$ cat config.mk
export PLATFORM = sky130hd
export DESIGN_NAME = i2c_tenbit_slave
export DESIGN_NICKNAME = d
export VERILOG_FILES = /design/src/rtl/i2c_tenbit_slave.sv
export SDC_FILE = /design/constraint.sdc
export NUM_CORES = 1
export LEC_CHECK = 0
export ABC_AREA = 1
export BUFFER_PORTS_ARGS = -buffer_cell sky130_fd_sc_hd__buf_2
export CAP_MARGIN = 10
export CORE_MARGIN = 1.5
export CORE_UTILIZATION = 50
export DETAILED_ROUTE_END_ITERATION = 10
export PLACE_DENSITY = 0.73
export SLEW_MARGIN = 30
export SYNTH_ARGS = -nofsm -noshare
export SYNTH_HDL_FRONTEND = slang
export SYNTH_SLANG_ARGS = --single-unit
$ cat constraint.sdc
create_clock -name clk -period 1.6 [get_ports clk]
set_input_delay 0.32 -clock clk [delete_from_list [all_inputs] [get_ports clk]]
set_output_delay 0.32 -clock clk [all_outputs]
set_load 0.01 [all_outputs]
$ cat src/rtl/i2c_tenbit_slave.sv
module i2c_tenbit_slave #(
  parameter int SYNC_STAGES = 2
) (
  input  logic       clk,
  input  logic       rst_n,
  input  logic       scl_i,
  input  logic       sda_i,
  output logic       sda_pull,
  input  logic [3:0] mode,
  input  logic       enable,
  input  logic       adr_wr,
  input  logic [7:0] adr_wdata,
  input  logic       buf_wr,
  input  logic [7:0] buf_wdata,
  input  logic       buf_rd,
  output logic [7:0] buf_rdata,
  input  logic       irq_clr,
  input  logic       ovf_clr,
  output logic       irq,
  output logic       ovf,
  output logic       buf_full,
  output logic       st_start,
  output logic       st_stop,
  output logic       st_data,
  output logic       st_rw,
  output logic       st_reload
);

  typedef enum logic [2:0] {PH_IDLE, PH_HI, PH_LO, PH_RX, PH_TX, PH_SKIP} phase_t;

  logic [SYNC_STAGES-1:0] scl_q, sda_q;
  logic scl_p, sda_p, scl_s, sda_s;
  logic scl_rise, scl_fall, start_c, stop_c;
  logic mode_ok, ten, ssirq;
  phase_t phase, nph, nph_f;
  logic [3:0] bitcnt;
  logic [7:0] sr, adr, byte_in;
  logic ack_q, ten_ok;
  logic hi_hit, lo_hit, cp, rdm, rl_set, accept;

  assign mode_ok = enable && (mode == 4'b0110 || mode == 4'b0111 ||
                              mode == 4'b1110 || mode == 4'b1111);
  assign ten   = mode[0];
  assign ssirq = mode[3];

  always_ff @(posedge clk or negedge rst_n) begin
    if (!rst_n) begin
      scl_q <= '1;
      sda_q <= '1;
      scl_p <= 1'b1;
      sda_p <= 1'b1;
    end else begin
      scl_q <= {scl_q[SYNC_STAGES-2:0], scl_i};
      sda_q <= {sda_q[SYNC_STAGES-2:0], sda_i};
      scl_p <= scl_s;
      sda_p <= sda_s;
    end
  end

  assign scl_s    = scl_q[SYNC_STAGES-1];
  assign sda_s    = sda_q[SYNC_STAGES-1];
  assign scl_rise = scl_s & ~scl_p;
  assign scl_fall = ~scl_s & scl_p;
  assign start_c  = scl_s & scl_p & sda_p & ~sda_s;
  assign stop_c   = scl_s & scl_p & ~sda_p & sda_s;

  assign byte_in = {sr[6:0], sda_s};
  assign hi_hit  = (byte_in[7:1] == adr[7:1]);
  assign lo_hit  = (byte_in == adr);

  always_comb begin
    cp = 1'b0;
    rdm = 1'b0;
    rl_set = 1'b0;
    nph = PH_SKIP;
    case (phase)
      PH_HI: begin
        if (!ten) begin
          if (hi_hit && byte_in[0]) begin
            rdm = 1'b1;
            nph = PH_TX;
          end else if (hi_hit) begin
            cp = 1'b1;
            nph = PH_RX;
          end
        end else if (hi_hit && !byte_in[0]) begin
          cp = 1'b1;
          rl_set = 1'b1;
          nph = PH_LO;
        end else if (hi_hit && ten_ok) begin
          rdm = 1'b1;
          nph = PH_TX;
        end
      end
      PH_LO: if (lo_hit) begin
        cp = 1'b1;
        rl_set = 1'b1;
        nph = PH_RX;
      end
      PH_RX: begin
        cp = 1'b1;
        nph = PH_RX;
      end
      PH_TX: nph = PH_TX;
      default: nph = PH_SKIP;
    endcase
  end

  assign accept = cp && (!buf_full || buf_rd);
  assign nph_f  = (cp && !accept && phase != PH_RX) ? PH_SKIP : nph;

  always_ff @(posedge clk or negedge rst_n) begin
    if (!rst_n) begin
      phase     <= PH_IDLE;
      bitcnt    <= '0;
      sr        <= '0;
      adr       <= '0;
      buf_rdata <= '0;
      ack_q     <= 1'b0;
      ten_ok    <= 1'b0;
      sda_pull  <= 1'b0;
      irq       <= 1'b0;
      ovf       <= 1'b0;
      buf_full  <= 1'b0;
      st_start  <= 1'b0;
      st_stop   <= 1'b0;
      st_data   <= 1'b0;
      st_rw     <= 1'b0;
      st_reload <= 1'b0;
    end else begin
      if (buf_rd)  buf_full <= 1'b0;
      if (irq_clr) irq <= 1'b0;
      if (ovf_clr) ovf <= 1'b0;
      if (adr_wr) begin
        adr       <= adr_wdata;
        st_reload <= 1'b0;
      end
      if (buf_wr) buf_rdata <= buf_wdata;

      if (!mode_ok) begin
        phase    <= PH_IDLE;
        bitcnt   <= '0;
        sda_pull <= 1'b0;
        ack_q    <= 1'b0;
        ten_ok   <= 1'b0;
      end else if (start_c) begin
        phase    <= PH_HI;
        bitcnt   <= '0;
        sda_pull <= 1'b0;
        st_start <= 1'b1;
        st_stop  <= 1'b0;
        if (ssirq) irq <= 1'b1;
      end else if (stop_c) begin
        phase    <= PH_IDLE;
        bitcnt   <= '0;
        sda_pull <= 1'b0;
        ten_ok   <= 1'b0;
        st_stop  <= 1'b1;
        st_start <= 1'b0;
        if (ssirq) irq <= 1'b1;
      end else if (phase != PH_IDLE) begin
        if (scl_rise) begin
          if (bitcnt == 4'd8) begin
            bitcnt <= '0;
            if (phase == PH_TX) begin
              if (!sda_s) begin
                sr  <= buf_rdata;
                irq <= 1'b1;
              end else begin
                phase <= PH_SKIP;
              end
            end
          end else begin
            sr     <= byte_in;
            bitcnt <= bitcnt + 4'd1;
            if (bitcnt == 4'd7) begin
              phase <= nph_f;
              ack_q <= 1'b0;
              if (accept) begin
                buf_rdata <= byte_in;
                buf_full  <= 1'b1;
                irq       <= 1'b1;
                st_data   <= (phase == PH_RX);
                ack_q     <= 1'b1;
                if (phase != PH_RX) st_rw <= 1'b0;
                if (rl_set) st_reload <= 1'b1;
                if (phase == PH_LO) ten_ok <= 1'b1;
              end else if (cp) begin
                ovf <= 1'b1;
              end
              if (rdm) begin
                irq     <= 1'b1;
                st_data <= 1'b0;
                st_rw   <= 1'b1;
                ack_q   <= 1'b1;
              end
            end
          end
        end else if (scl_fall) begin
          if (bitcnt == 4'd8)      sda_pull <= ack_q;
          else if (phase == PH_TX) sda_pull <= ~sr[7];
          else                     sda_pull <= 1'b0;
        end
      end
    end
  end

endmodule


==> metrics.md <==
| Metric | Value |
|---|---|
| Rel. slew slack | 75.0% |
| Num CTS Buffers | 5 |
| Post-synth top area cell | dfrtp_1 |
| Final setup violation count | 30 |
| Worst Skew | 0.00883 ns |
| Pwr dens | 826 nW/um2 |
| Synth area leaders | dfrtp_1, nand2_1, inv_1 |
| Metal3 WL | 789 um |
| Ys Warns | 0 |
| P_leak | 1.99 nW |
| Highest Clock Rate | 503 MHz |
| Final period util | 124% |
| Post-Route M1 WL | 3440 um |
| Synth unique cells | 35 |
| IO buf count | 46 |
| Global-route wire length before repair | 11300 um |
| Gate count of the mapped netlist | 324 |
| Share of layout cells above drive strength 1 | 48.4% |
| Clock latency on the worst-skew pair | 0.30 ns |
| Placed Instance Area | 3230 um2 |
| GP Congestion | 0.864 |
| # fillers | 264 |
| Startpoint Class | flip-flop |
| Element type at the critical path end | flip-flop |
| Die X | 74.5 um |
| Antenna violations before repair | 0 |
| Num rows | 25 |
| Starting Density | 53.0% |
| Top-area cell type share of the netlist area | 41.2% |
| Sink Count | 48 |
| Final Hold Viols | 0 |
| H-tree levels | 2 |
| Hold path depth | 1 |
| Crit path max fanout | 5 |
| Antenna viol nets, final | 0 |
| Total wire length | 8780 um |
| Post-route DRC | 0 |
| CTS tree | done |
| Seq cells post-synth | 48 |
| Synth Cell Area | 2550 um2 |
| Setup TNS | -6.57 ns |
| Pin count of the biggest net entering global routing | 49 |
| Max_cap viols | 0 |
| Dpl ws | -0.237 ns |
| Ant diodes | 0 |
| Worst min path class | primary input to flip-flop |
| Critical path class | flip-flop to flip-flop |
| Final Power | 0.00328 W |
| Met2 WL | 4190 um |
| Peak supply drop | 0.706 mV |
| CP arrival | 2.22 ns |
| Status | finished with violations |
| DR WL/cell | 16.6 um |
| Most frequent cells in the layout | buf_4, nand2_1, inv_1 |
| Die height | 74.5 um |
| CTS root buf | clkbuf_8 |
| Uppermost routed layer | met4 |
| GRT Residual Overflow | 0 |
| Reg clk slew, reported paths | 0.09 ns |
| Most common cell after layout, fill and taps aside | buf_4 |
| CP required | 1.83 ns |
| Iteration-0 DRC Markers | 276 |
| Final instance area | 3970 um2 |
| Die ar. | 5550 um2 |
| Mean cell area of the mapped netlist | 7.88 um2 |
| Vias in the first global route | 2461 |
| RSZ-0062 raised after global routing | yes |
| Core Region | 4820 um2 |
| Setup WS post-layout | -0.387 ns |
| Violated checks | setup timing |
| Final min period | 1.99 ns |
| Utilization after layout | 82.4% |
| Layout Nets | 492 |
| Worst-Margin Slew | 0.372 ns |
| GRT Overall Usage | 27.1% |
| Top Ports | 47 |
| Post-DP HPWL | 4430 um |
| Layout area overhead | 55.5% |
| TritonRoute pass-1 iters | 5 |
| Worst-case clock buffer depth | 2 |
| Vias | 2921 |
| Slew Limit Fails | 0 |
| Syn Nets | 356 |
| Via density | 5.53 |
| Register-to-Register Path Depth | 16 |
| Seq/Total Area, Yosys | 47.3% |
power breakdown:
group	switching [W]	internal, W	total (W)
registers	0.000106	0.00133	0.00144
clock network	0.000400	0.000552	0.000951
logic	0.000466	0.000423	0.000889
total	0.000972	0.00231	0.00328
sequential cells by signal, indices dropped and copies added, names as in the netlist:
name / count
phase: 3
buf_rdata: 8
st_data: 1
adr: 8
sda_q: 2
ovf: 1
bitcnt: 4
sda_pull: 1
st_reload: 1
sda_p: 1
st_stop: 1
st_start: 1
sr: 8
ack_q: 1
irq: 1
buf_full: 1
scl_p: 1
st_rw: 1
ten_ok: 1
scl_q: 2
cell usage after synthesis, drive strengths merged:
| master | count |
|---|---|
| o2111a | 1 |
| o31ai | 1 |
| a22oi | 1 |
| a31oi | 4 |
| o21ai | 33 |
| nand3 | 19 |
| o22ai | 3 |
| xnor2 | 1 |
| nor3 | 3 |
| dfstp | 6 |
| nor2 | 29 |
| nand4 | 2 |
| clkbuf | 3 |
| inv | 62 |
| o21a | 1 |
| nand2 | 83 |
| dfrtp | 42 |
| mux2 | 1 |
| a21oi | 7 |
| or3 | 1 |
| buf | 4 |
| o211ai | 15 |
| ha | 2 |
kinds of logic after synthesis:
logic type	after synthesis	synth area share (%)
simple gates	137	24.6
buf+inv	69	10.6
compound gates	66	15.6
flops	48	47.3
fa+ha+maj	2	0.980
xor+xnor	1	0.343
mux	1	0.441
what timing repair did:
action                     CTS  global route
resized for setup           34            66
setup endpoints to repair   26            33
setup buffers               26            12
pin swaps                   22            24
hold endpoints to repair    24             0
gates cloned                 0             2
hold buffers                 1             0
per-layer routing:
metal,track usage [%],up-vias
met5,0,-
met4,9.70,0
met3,6.37,47
met2,44.2,187
met1,35.4,1379
li1,-,1308
final cells by class:
| cell class | instances | area [um2] | share of cell area, % |
|---|---|---|---|
| clock buffers | 7 | 96.3 | 2.43 |
| clock inverters | 1 | 30.0 | 0.756 |
| repair buffers | 134 | 948 | 23.9 |
| well taps | 67 | 83.8 | 2.11 |
| inverters | 62 | 233 | 5.86 |
| flip-flops and latches | 48 | 1210 | 30.4 |
| multi-input cells | 209 | 1370 | 34.5 |
critical path: stages, from the launching register on:
cell and delay [ns]:
dfrtp_1 0.40, inv_1 0.07, nand2_1 0.07, nand2_1 0.11
inv_1 0.09, nand2_1 0.09, nor2_1 0.21, nand3_2 0.15
nand3_4 0.15, nand2_4 0.09, nand2_4 0.10, nand2_2 0.04
nand2_1 0.06, nand2_1 0.07, nand2_1 0.06, nand2_1 0.06
nand2_1 0.09
worst paths after layout:
kind | from | end | slack (ns)
setup / recovery | sr[3]$_DFFE_PN0P_ | irq$_DFF_PN0_ | -0.39
hold / removal | sda_i | sda_q[0]$_DFF_PN1_ | 0.11
setup reg to reg | sr[3]$_DFFE_PN0P_ | irq$_DFF_PN0_ | -0.39
hold reg to reg | sda_q[0]$_DFF_PN1_ | sda_q[1]$_DFF_PN1_ | 0.36
max in group asynchronous | rst_n | scl_p$_DFF_PN1_ | 0.80
min in group asynchronous | rst_n | adr[2]$_DFFE_PN0P_ | 0.53
through the flow:
stage / hold slack, ns / instances
after global placement: 0.323 / 480
after CTS: 0.107 / 515
after detailed placement: 0.325 / 480
after global routing: 0.0956 / 528
after floorplan: 0.0244 / 324
final: 0.109 / 528
Power figures use the tool's default switching activity.
